--- src/rtl/alu_fx_pkg.sv ---
`timescale 1ns/1ps
package alu_fx_pkg;

    typedef enum logic [2:0] {
        OP_ADD   = 3'd0,
        OP_SUB   = 3'd1,
        OP_DUAL  = 3'd2,
        OP_CMP   = 3'd3,
        OP_AND   = 3'd4,
        OP_OR    = 3'd5,
        OP_PASSX = 3'd6,
        OP_PASSY = 3'd7
    } alu_op_e;

    typedef enum logic [2:0] {
        CC_EQ = 3'd0,
        CC_NE = 3'd1,
        CC_GT = 3'd2,
        CC_GE = 3'd3,
        CC_LT = 3'd4,
        CC_LE = 3'd5,
        CC_CS = 3'd6,
        CC_VS = 3'd7
    } cond_e;

    typedef struct packed {
        logic az;   // zero
        logic an;   // negative
        logic av;   // overflow
        logic ac;   // carry
        logic ai;   // float invalid
        logic af;   // float last
    } flags_t;

endpackage

--- src/rtl/alu_fx_addsub.sv ---
`timescale 1ns/1ps
module alu_fx_addsub #(
    parameter int W = 32
) (
    input  logic [W-1:0] a,
    input  logic [W-1:0] b,
    output logic [W-1:0] sum,
    output logic         sum_c,
    output logic         sum_v,
    output logic [W-1:0] diff,
    output logic         diff_c,
    output logic         diff_v
);
    localparam int MSB = W - 1;

    logic [W:0] sum_ext;
    logic [W:0] diff_ext;

    // Two independent carry chains so sum and difference share one cycle.
    always_comb begin
        sum_ext  = {1'b0, a} + {1'b0, b};
        diff_ext = {1'b0, a} + {1'b0, ~b} + {{W{1'b0}}, 1'b1};
        sum      = sum_ext[MSB:0];
        diff     = diff_ext[MSB:0];
        sum_c    = sum_ext[W];
        diff_c   = diff_ext[W];
        sum_v    = (a[MSB] == b[MSB]) && (sum[MSB]  != a[MSB]);
        diff_v   = (a[MSB] != b[MSB]) && (diff[MSB] != a[MSB]);
    end

endmodule

--- src/rtl/alu_fx_logic.sv ---
`timescale 1ns/1ps
module alu_fx_logic
    import alu_fx_pkg::*;
#(
    parameter int W = 32
) (
    input  alu_op_e      op,
    input  logic [W-1:0] a,
    input  logic [W-1:0] b,
    output logic [W-1:0] res
);
    always_comb begin
        unique case (op)
            OP_AND:   res = a & b;
            OP_OR:    res = a | b;
            OP_PASSX: res = a;
            default:  res = b;
        endcase
    end

endmodule

--- src/rtl/alu_fx_cond.sv ---
`timescale 1ns/1ps
module alu_fx_cond
    import alu_fx_pkg::*;
(
    input  flags_t fl,
    input  cond_e  sel,
    output logic   hit
);
    logic lt_raw;

    always_comb begin
        lt_raw = fl.an ^ fl.av;
        unique case (sel)
            CC_EQ:   hit = fl.az;
            CC_NE:   hit = !fl.az;
            CC_GT:   hit = !fl.az && !lt_raw;
            CC_GE:   hit = !lt_raw;
            CC_LT:   hit = lt_raw;
            CC_LE:   hit = fl.az || lt_raw;
            CC_CS:   hit = fl.ac;
            default: hit = fl.av;
        endcase
    end

endmodule

--- src/rtl/alu_fx_core.sv ---
`timescale 1ns/1ps
module alu_fx_core
    import alu_fx_pkg::*;
#(
    parameter int DATA_W = 32
) (
    input  logic              clk,
    input  logic              rst_n,
    input  logic              op_valid,
    input  logic [2:0]        op_code,
    input  logic [DATA_W-1:0] opnd_x,
    input  logic [DATA_W-1:0] opnd_y,
    input  logic [2:0]        cond_sel,
    output logic [DATA_W-1:0] res_pri,
    output logic [DATA_W-1:0] res_sec,
    output logic              res_wr,
    output logic              sec_wr,
    output logic              flag_zero,
    output logic              flag_neg,
    output logic              flag_ovf,
    output logic              flag_carry,
    output logic              flag_finv,
    output logic              flag_flt,
    output logic              cond_true
);
    localparam int MSB = DATA_W - 1;

    alu_op_e           op;
    logic [DATA_W-1:0] sum, diff, lres, val;
    logic              sum_c, sum_v, diff_c, diff_v;
    logic              wr_p, wr_s;
    flags_t            nxt_fl, flag_q;
    logic [DATA_W-1:0] pri_q, sec_q;
    logic              res_wr_q, sec_wr_q;

    assign op = alu_op_e'(op_code);

    alu_fx_addsub #(.W(DATA_W)) u_addsub (
        .a(opnd_x), .b(opnd_y),
        .sum(sum), .sum_c(sum_c), .sum_v(sum_v),
        .diff(diff), .diff_c(diff_c), .diff_v(diff_v)
    );

    alu_fx_logic #(.W(DATA_W)) u_logic (
        .op(op), .a(opnd_x), .b(opnd_y), .res(lres)
    );

    alu_fx_cond u_cond (
        .fl(flag_q), .sel(cond_e'(cond_sel)), .hit(cond_true)
    );

    // Next-value selection
    always_comb begin
        nxt_fl = '0;
        wr_p   = 1'b1;
        wr_s   = 1'b0;
        val    = lres;
        unique case (op)
            OP_ADD: begin
                val       = sum;
                nxt_fl.ac = sum_c;
                nxt_fl.av = sum_v;
            end
            OP_SUB: begin
                val       = diff;
                nxt_fl.ac = diff_c;
                nxt_fl.av = diff_v;
            end
            OP_DUAL: begin
                val       = sum;
                nxt_fl.ac = sum_c;
                nxt_fl.av = sum_v;
                wr_s      = 1'b1;
            end
            OP_CMP: begin
                val       = diff;
                nxt_fl.ac = diff_c;
                nxt_fl.av = diff_v;
                wr_p      = 1'b0;
            end
            default: begin
                val       = lres;
                nxt_fl.ac = 1'b0;
                nxt_fl.av = 1'b0;
            end
        endcase
        nxt_fl.az = (val == '0);
        nxt_fl.an = val[MSB];
        nxt_fl.ai = 1'b0;
        nxt_fl.af = 1'b0;
    end

    // State registers
    always_ff @(posedge clk) begin
        if (!rst_n) begin
            flag_q   <= '0;
            pri_q    <= '0;
            sec_q    <= '0;
            res_wr_q <= 1'b0;
            sec_wr_q <= 1'b0;
        end else begin
            res_wr_q <= op_valid && wr_p;
            sec_wr_q <= op_valid && wr_s;
            if (op_valid) begin
                flag_q <= nxt_fl;
                if (wr_p) pri_q <= val;
                if (wr_s) sec_q <= diff;
            end
        end
    end

    assign res_pri    = pri_q;
    assign res_sec    = sec_q;
    assign res_wr     = res_wr_q;
    assign sec_wr     = sec_wr_q;
    assign flag_zero  = flag_q.az;
    assign flag_neg   = flag_q.an;
    assign flag_ovf   = flag_q.av;
    assign flag_carry = flag_q.ac;
    assign flag_finv  = flag_q.ai;
    assign flag_flt   = flag_q.af;

    // Assertions
    p_fp_flags_zero_r8: assert property (@(posedge clk) disable iff (!rst_n)
        (!flag_finv && !flag_flt));

    p_cmp_no_write_r5: assert property (@(posedge clk) disable iff (!rst_n)
        (op_valid && op_code == 3'd3) |=> (!res_wr && $stable(res_pri) && $stable(res_sec)));

    p_dual_pair_r4: assert property (@(posedge clk) disable iff (!rst_n)
        (op_valid && op_code == 3'd2) |=> (sec_wr && ((res_pri - res_sec) == ($past(opnd_y) << 1))));

    p_idle_hold_r9: assert property (@(posedge clk) disable iff (!rst_n)
        (!op_valid) |=> ($stable(flag_q) && $stable(res_pri) && !res_wr && !sec_wr));

    p_logic_no_carry_r6: assert property (@(posedge clk) disable iff (!rst_n)
        (op_valid && op_code[2]) |=> (!flag_carry && !flag_ovf));

    p_zero_flag_r7: assert property (@(posedge clk) disable iff (!rst_n)
        res_wr |-> (flag_zero == (res_pri == '0)));

    p_sec_only_dual_r11: assert property (@(posedge clk) disable iff (!rst_n)
        (op_valid && op_code != 3'd2) |=> $stable(res_sec));

    p_gt_not_zero_r10: assert property (@(posedge clk) disable iff (!rst_n)
        (cond_sel == 3'd2 && cond_true) |-> !flag_zero);

endmodule

--- config.mk ---
export PLATFORM = sky130hd
export DESIGN_NAME = alu_fx_core
export DESIGN_NICKNAME = d
export VERILOG_FILES = /design/src/rtl/alu_fx_pkg.sv /design/src/rtl/alu_fx_addsub.sv /design/src/rtl/alu_fx_logic.sv /design/src/rtl/alu_fx_cond.sv /design/src/rtl/alu_fx_core.sv
export SDC_FILE = /design/constraint.sdc
export NUM_CORES = 1
export LEC_CHECK = 0
export BUFFER_PORTS_ARGS = -buffer_cell sky130_fd_sc_hd__buf_2
export CAP_MARGIN = 20
export CORE_UTILIZATION = 36
export CTS_CLUSTER_DIAMETER = 100
export DETAILED_ROUTE_END_ITERATION = 10
export GPL_ROUTABILITY_DRIVEN = 0
export GPL_TIMING_DRIVEN = 1
export PLACE_DENSITY_LB_ADDON = 0.12
export SETUP_SLACK_MARGIN = 0.5
export SYNTH_ARGS = -nofsm -noshare
export SYNTH_HDL_FRONTEND = slang
export SYNTH_SLANG_ARGS = --single-unit
--- constraint.sdc ---
create_clock -name clk -period 3 [get_ports clk]
set_clock_uncertainty 0.1 [all_clocks]
set_input_delay 0 -clock clk [delete_from_list [all_inputs] [get_ports clk]]
set_output_delay 0 -clock clk [all_outputs]
set_load 0.05 [all_outputs]
[Word level (Yosys, flattened, before mapping)]
Cells that the tools add are included.
Word-level totals
  register bits after elaboration: 70
  latch bits: 0
  RAM bits: 0
  memory bits (read-only): 0
  input port bits: 73
  output and inout bits: 73
  memories: 0
Cells by class
  add/sub/neg operators: 3
  multiply operators: 0
  div/mod/pow operators: 0
  order comparisons: 0
  equal/unequal tests: 16
  shifts and indexed selects: 0
  multiplexer cells: 6
  bitwise gates (word level): 5
  reduce and logical (&&, ||, !) cells: 15
Operator list (count)
  32-bit one-hot mux with 3 select lines: 1
  32-bit by 32-bit adder with 33-bit output: 2
  32-bit one-hot mux with 2 select lines: 1
  33-bit by 1-bit adder with 33-bit output, second input constant: 1
  32-bit AND: 1
  32-bit zero test: 1
  32-bit NOT: 1
  32-bit bitwise OR: 1
  3-bit == test, second input constant: 6
  3-bit by 2-bit == test with 1-bit output, second input constant: 4
  1-bit one-hot mux with 7 select lines: 1
  3-bit by 1-bit == test with 1-bit output, second input constant: 2
  3-bit zero test: 2
  1-bit logical AND: 5
  2-bit one-hot mux with 2 select lines: 1
  2-bit AND reduction: 2
  2-bit OR reduction: 2
  1-bit inequality test: 3
  1-bit zero test: 2
  1-bit two-way mux: 2
  1-bit == test: 1
  1-bit logical OR: 1
  1-bit NOT: 1
  1-bit XOR: 1

[Depth between registers and ports, before layout]
Gate-level depths: netlist of the first run.
  depth in word-level cells: 6
  mapped depth: 16

[By module]
A second synthesis of the first run with hierarchy kept.
Second synthesis, totals
  cells, all modules: 1117
  area total of the unflattened synthesis: 7908.8 µm²
Modules (own cells, without submodules)
  alu_fx_addsub: instances 1, cells an instance 570, area each 3748.6 µm², seq. area each 0.0 µm²
  alu_fx_core: instances 1, cells an instance 427, area each 3377.0 µm², seq. area each 1401.3 µm²
  alu_fx_logic: instances 1, cells an instance 112, area each 709.4 µm², seq. area each 0.0 µm²
  alu_fx_cond: instances 1, cells an instance 8, area each 73.8 µm², seq. area each 0.0 µm²

[Least setup slack after synthesis of the first run]
OpenSTA, ideal clock, no wires.
  path type: in2reg
  start: in opnd_x[2]
  end: reg flag_q (netlist bit flag_zero)
  arrival: 2.828 ns
  path slack: 0.003 ns
  stages: 15
  buffers on the path: 1
  path through: inv_1 > ha_1 > buf_6 > nor2b_4 > o2111a_2 > or3_4 > a2111oi_4 > o21ai_2 > a311o_1 > nand3_1 > a31oi_1 > nand3b_1 > nor4b_1 > nand4_1 > o21ai_1
On the way
  longest elaborated chain between the ends: 4
  elaborated cells on any way between the ends: 8
  those cells by class: add/sub (3); mux (2); bitwise (2); reduce/logical (1)
RTL lines
  start, declared: RTL line alu_fx_core.sv:11  | input logic [DATA_W-1:0] opnd_x,
  32-bit by 32-bit adder with 33-bit output (tied with other cells): RTL line alu_fx_addsub.sv:22  | diff_ext = {1'b0, a} + {1'b0, ~b} + {{W{1'b0}}, 1'b1};
  33-bit by 1-bit adder with 33-bit output / 32-bit one-hot mux with 3 select lines (equally long branches): RTL line alu_fx_addsub.sv:22, alu_fx_logic.sv:13
  32-bit one-hot mux with 2 select lines (*): RTL line alu_fx_core.sv:58  | unique case (op)
  32-bit zero test (*): RTL line alu_fx_core.sv:87  | nxt_fl.az = (val == '0);
  end signal, assigned: RTL line alu_fx_core.sv:105  | flag_q <= nxt_fl;
  end, declared: RTL line alu_fx_core.sv:32  | flags_t nxt_fl, flag_q;
Every way passes the cells marked *; elsewhere a longest branch is shown, timed or not.
A chain may end at the register's enable or synchronous reset.

[Worst setup path in the final report of the first run]
  start: in opnd_y[0]
  end: reg flag_q (netlist bit flag_zero)
On the way
  longest elaborated chain between the ends: 5
  elaborated cells on any way between the ends: 9
  those cells by class: add/sub (3); mux (2); bitwise (3); reduce/logical (1)
RTL lines
  start, declared: RTL line alu_fx_core.sv:12  | input logic [DATA_W-1:0] opnd_y,
  32-bit NOT: RTL line alu_fx_addsub.sv:22
  32-bit by 32-bit adder with 33-bit output: RTL line alu_fx_addsub.sv:22
  33-bit by 1-bit adder with 33-bit output: RTL line alu_fx_addsub.sv:22
  32-bit one-hot mux with 2 select lines (*): RTL line alu_fx_core.sv:58
  32-bit zero test (*): RTL line alu_fx_core.sv:87
Marked as above.

==> impl_metrics.tcl, run 1 <==
set metrics [dict create \
    whs_ns 0.05169 \
    grt_pass1_wl_um 49910 \
    multiInputGateArea_mm2 0.007307 \
    overflow 0 \
    ys.flop_type "dfxtp_1" \
    crit_family "compound AO/OA/AOI/OAI gates" \
    rsz0062_at_grt "yes" \
    dp_hpwl_um 25530 \
    cts_tree "yes" \
    slew_headroom_pct 51.80 \
    worstSetupPathDepth 19 \
    mostFrequentLayoutCells "buf_4 (263), buf_2 (135), nor2_1 (131)" \
    setup_viol 0 \
    period_needed_ns 2.988 \
    vias 9791 \
    finalNetCount 1700 \
    area_growth_pct 52.68 \
    cp_max_fo 3 \
    clk_root_buffer_cell "clkbuf_16" \
    peakVddDrop_v 0.0002835 \
    clkLatencyLatePin_ns 0.35 \
    yosysWarnings 0 \
    layout-drive-gt1-share_pct 42.32 \
    io-pin-count 146 \
    die_x_um 156.8 \
    tightest_slew_ns 0.7186 \
    crit_chain "buf_8, ha_4, inv_4, fa_2, nor2b_4, o2111a_2, or3_4, a2111oi_4, buf_4, buf_6, o21a_1, o32ai_2, xnor2_1, buf_4, o2111a_1, nand3b_1, nor4b_2, nand4_1, o21ai_1" \
    crit_arrival_ns 3.17 \
    numPortBuffers 143 \
    yosysUniqueCellTypes 86 \
    required_ns 3.18 \
    path_buf_inv 5 \
    cp_slowest_cell "or3_4" \
    antenna_found_initial 0 \
    antenna_cells 0 \
    fp.dieH_um 156.8 \
    powerDensity_mw_per_mm2 367.7 \
    cpMostUsedCell "buf_4" \
    reg2reg_from "res_pri[13]" \
    maxCapViolations 0 \
    final_cell_area_mm2 0.01317 \
    first_pass_iters 5 \
    placed_area_mm2 0.01147 \
    final_common_cell "buf_4" \
    start_util_pct 36.74 \
    cts.sinks 70 \
    cts_max_level 3 \
    syn_area_per_cell_um2 7.604 \
    critPathCapture "flag_zero" \
    power.total_mw 4.842 \
    hold_class "input port to flop" \
    netlist_area_mm2 0.008623 \
    clk_pin_slew_ns 0.07 \
    synth_cells 1134 \
    fmax_mhz 334.6 \
    wl_per_cell_um 17.67 \
    drt-vias-per-instance 5.298 \
    end_kind "flop" \
    final_cell_count_no_fill 1848 \
    r2r-end "res_pri[13]" \
    synth.ff_latch_count 70 \
    finalHoldViolCount 0 \
    core_mm2 0.02347 \
    seq_area_frac_synth_pct 16.25 \
    drc 0 \
    ant_nets 0 \
    criticalPathCategory "input port to flop" \
    fin_crit_sh_pct 99.61 \
    grt_max_degree 35 \
    async_flop_share_pct 0 \
    numCtsBuffers 9 \
    drv_slew 0 \
    placed_cells 1776 \
    tns_ns 0 \
    critPathLaunch "opnd_y[0]" \
    fillCellCount 2190 \
    grt_pass1_vias 9235 \
    first_iter_violations 580 \
    drt_wl_total_um 32660 \
    rows 56 \
    cpPeakStageDelay_ns 0.40 \
    r2r_slack_ns 2.05 \
    leakagePower_nw 6.108 \
    clock_tree.buffer_depth 2 \
    final-seq-area_mm2 0.001401 \
    reg2reg_depth 2 \
    die-area_mm2 0.02458 \
    status "completed" \
    grt_util_all_layers_pct 26.34 \
    start_kind "input port" \
    synth_edf_count 0 \
]
## routing by layer
metal	wire length, um	global-route usage, %	share of wire (%)
met4	675	7.190	2.1
met1	15170	36.00	46
met5	0	0	0
met3	1626	2.326	5.0
met2	15190	43.98	47
## state kept, by name, summed over array words and instances (netlist names)
| signal | cells |
|---|---|
| flag_carry | 1 |
| flag_zero | 1 |
| res_wr | 1 |
| sec_wr | 1 |
| flag_ovf | 1 |
| res_pri | 32 |
| res_sec | 32 |
| flag_neg | 1 |
## metrics by stage
stage	setup WS (ns)	utilization, %
6_report	0.01171	56.09
4_1_cts	-0.06784	52.95
5_1_grt	-0.1262	56.09
3_5_place_dp	-0.5964	48.86
2_1_floorplan	0.1378	-
3_3_place_gp	-0.6064	48.86
## Yosys cell counts (4+ instances only)
| cell type | count | share of area, % |
|---|---|---|
| o21bai_1 | 7 | 0.61 |
| or3_1 | 11 | 0.80 |
| o211ai_1 | 13 | 1.1 |
| a21o_1 | 10 | 0.87 |
| nor2b_1 | 11 | 0.80 |
| nand2b_1 | 14 | 1.0 |
| a211oi_1 | 43 | 3.7 |
| nand4_1 | 11 | 0.80 |
| o21a_1 | 7 | 0.61 |
| or2_2 | 5 | 0.36 |
| a31oi_1 | 9 | 0.65 |
| dfxtp_1 | 70 | 16 |
| nor3_1 | 19 | 1.1 |
| nor2_1 | 141 | 6.1 |
| o2111ai_1 | 6 | 0.61 |
| buf_2 | 7 | 0.41 |
| xor2_1 | 11 | 1.1 |
| ha_1 | 101 | 15 |
| clkbuf_1 | 49 | 2.1 |
| mux2_2 | 4 | 0.52 |
| nor4_1 | 11 | 0.80 |
| and2_1 | 9 | 0.65 |
| a21oi_1 | 98 | 5.7 |
| inv_1 | 123 | 5.4 |
| o21ai_0 | 40 | 2.3 |
| nand2_1 | 77 | 3.4 |
| buf_1 | 9 | 0.39 |
| mux4_2 | 28 | 7.3 |
| and3_1 | 6 | 0.44 |
| nand3_1 | 23 | 1.3 |
| o2111a_1 | 4 | 0.52 |
| xnor2_1 | 42 | 4.3 |
| mux2i_1 | 24 | 2.8 |
| o31ai_1 | 8 | 0.70 |
## worst min path at each step
stage / slack [ns] / cells past startpoint / to / from
global route: 0.07 / 4 / res_pri[2] / op_code[2]
floorplan: 0.02 / 1 / res_pri[25] / rst_n
finish: 0.05 / 4 / res_pri[2] / op_code[2]
detailed placement: 0.25 / 2 / res_pri[25] / rst_n
CTS: 0.02 / 4 / res_pri[2] / op_code[2]
global placement: 0.24 / 2 / res_pri[25] / rst_n
## area by class of cell
class | instances | share of cell area, %
Inverter | 124 | 3.773
Clock buffer | 9 | 1.711
Tap cell | 319 | 3.031
Sequential cell | 70 | 10.64
Clock inverter | 7 | 0.6177
Timing Repair Buffer | 448 | 24.73
Multi-Input combinational cell | 871 | 55.50
## power by group
group	internal (mW)	switching [mW]	total, mW
registers	0.988	0.0425	1.03
clock network	0.658	0.496	1.15
logic	1.21	1.45	2.66
## kinds of logic (layout without fill, tap and decap cells)
group	after synthesis	count (layout)	share of synthesized area (%)
multiplexers	58	58	11.06
other	1	2	0.04349
AND/OR/NAND/NOR	357	357	19.62
buffers and inverters	194	588	8.851
XOR/XNOR	53	53	5.383
AO/OA/AOI/OAI	298	298	23.68
adder cells (fa/ha/maj)	103	103	15.12
flip-flops	70	70	16.25
## worst reg2reg max path: stages, from the launching register on
cell     delay, ns
dfxtp_1       0.33
mux2_4        0.27
and2_1        0.15
## what timing repair did
item	in CTS	in global routing
hold endpoints to repair	8	0
pin swaps	49	76
buffers inserted	32	22
hold buffers	2	0
endpoints found under the setup margin	30	31
gates resized for setup	86	128
(Power assumes the default switching activity.)
==> run 2: changes to the inputs <==
Settings changed: RECOVER_POWER set to 100.
==> impl_metrics.tcl, run 2 (synthesis results as in run 1) <==
set metrics [dict create \
    finalHoldViolCount 0 \
    p_int_mw 2.836 \
    vias 9765 \
    layout-drive-gt1-share_pct 37.48 \
    ant_nets 0 \
    leakagePower_nw 5.811 \
    power.total_mw 4.826 \
    reg2reg_depth 2 \
    p_seq_share_pct 21.4 \
    drt-vias-per-instance 5.284 \
    required_ns 3.18 \
    p_sw_mw 1.991 \
    fp.dieH_um 156.8 \
    r2r-end "res_pri[13]" \
    rsz0062_at_grt "yes" \
    holdPathEnd "res_pri[2]" \
    start_util_pct 36.74 \
    criticalPathCategory "input port to flop" \
    start_kind "input port" \
    grt_pass1_vias 9235 \
    placed_area_mm2 0.01147 \
    mostFrequentLayoutCells "buf_4 (256), nor2_1 (131), inv_1 (110)" \
    area_growth_pct 51.42 \
    grt_max_degree 35 \
    tns_ns -0.01191 \
    cp_slowest_cell "or3_4" \
    finalNetCount 1700 \
    peakVddDrop_v 0.0002822 \
    cts_max_level 3 \
    drc 0 \
    overflow 0 \
    clock_tree.buffer_depth 2 \
    core_mm2 0.02347 \
    crit_chain "buf_8, ha_4, inv_4, fa_2, nor2b_4, o2111a_2, or3_4, a2111oi_4, buf_4, buf_6, o21a_1, o32ai_2, xnor2_1, buf_4, o2111a_1, nand3b_1, nor4b_2, nand4_1, o21ai_1" \
    cts_tree "yes" \
    fin_crit_sh_pct 100.4 \
    crit_family "compound AO/OA/AOI/OAI gates" \
    io-pin-count 146 \
    cpMostUsedCell "buf_4" \
    final_common_cell "buf_4" \
    clkPwrFrac_pct 23.9 \
    antenna_cells 0 \
    end_kind "flop" \
    path_buf_inv 5 \
    worst_slack_ns -0.01191 \
    place_ws_ns -0.5964 \
    powerDensity_mw_per_mm2 369.6 \
    first_iter_violations 595 \
    first_pass_iters 5 \
    p_sw_share_pct 41.25 \
    hp-start "op_code[2]" \
    cpPeakStageDelay_ns 0.40 \
    violations "negative setup slack" \
    cts.sinks 70 \
    die_x_um 156.8 \
    drv_slew 0 \
    final_cell_count_no_fill 1848 \
    tightest_slew_ns 1.097 \
    clk_pin_slew_ns 0.07 \
    maxCapViolations 0 \
    hold_class "input port to flop" \
    clk_root_buffer_cell "clkbuf_16" \
    numPortBuffers 143 \
    r2r_slack_ns 2.04 \
    cp_max_fo 3 \
    combPwrFrac_pct 54.7 \
    numCtsBuffers 9 \
    fmax_mhz 332.0 \
    antenna_found_initial 0 \
    setup_viol 1 \
    wl_per_cell_um 17.73 \
    grt_util_all_layers_pct 26.34 \
    holdPathStages 4 \
    die-area_mm2 0.02458 \
    final_cell_area_mm2 0.01306 \
    dp_hpwl_um 25530 \
    placed_cells 1776 \
    clkLatencyLatePin_ns 0.35 \
    period_needed_ns 3.012 \
    slew_headroom_pct 26.81 \
    reg2reg_from "res_pri[13]" \
    rows 56 \
    grt_pass1_wl_um 49910 \
    crit_arrival_ns 3.19 \
    status "finished with violations" \
    drt_wl_total_um 32760 \
]
==> run 2: cell count changes in the layout (fill, tap and decap cells not counted) <==
cell      change
buf_2        -72
buf_4         -7
clkbuf_1     +73
clkbuf_2      +6
inv_1         +1
inv_2         -1
==> run 2: tightest hold or removal path, stage by stage <==
cell and delay [ns]:
buf_2 0.19, mux2i_1 0.10, mux2i_1 0.13, nor2_1 0.05
==> run 2: worst max-delay path by stage <==
stage / from / endpoint / slack [ns] / cells after the start
5_1_grt: opnd_y[0] / flag_zero / -0.13 / 24
3_5_place_dp: opnd_y[0] / flag_zero / -0.60 / 16
2_1_floorplan: opnd_y[2] / flag_zero / 0.14 / 15
4_1_cts: opnd_y[1] / flag_zero / -0.07 / 17
3_3_place_gp: opnd_y[0] / flag_zero / -0.61 / 16
6_report: opnd_y[0] / flag_zero / -0.01 / 19
==> run 2: repair_timing <==
action,in CTS,in global routing
hold endpoints to repair,8,0
setup buffers,32,22
setup endpoints to repair,30,31
hold buffers,2,0
pin swaps,49,76
resized for setup,86,128
gates cloned,0,0
==> run 2: metal layers <==
metal  up-vias  global-route usage [%]  part of all wire [%]
met4         0                   7.190                   1.9
met2       291                   43.98                    47
li1       4783                       -                     -
met3        59                   2.326                   4.7
met1      4632                   36.00                    47
met5         -                       0                     0
==> run 2: area by class of cell <==
cell class | count | area (um2)
fill | 2245 | 10420
multi-input combinational | 871 | 7307
timing repair buffer | 448 | 3147
sequential | 70 | 1401
inverter | 124 | 496.7
tap | 319 | 399.1
clock buffer | 9 | 225.2
clock inverter | 7 | 81.33
==> run 2: power by group through the flow <==
stage	sequential, mW	combinational [mW]	clock, mW
2_1_floorplan	1.24	1.12	0
3_3_place_gp	1.05	2.24	0
3_5_place_dp	1.05	2.25	0
4_1_cts	1.03	2.42	1.17
5_1_grt	1.04	2.82	1.21
6_report	1.03	2.64	1.16
==> run 2: per-stage QoR <==
stage	utilization, %	hold slack, ns
detailed placement	48.86	0.2475
floorplan	-	0.01745
CTS	52.95	0.02101
global route	55.63	0.07403
finish	55.63	0.05445
global placement	48.86	0.2440
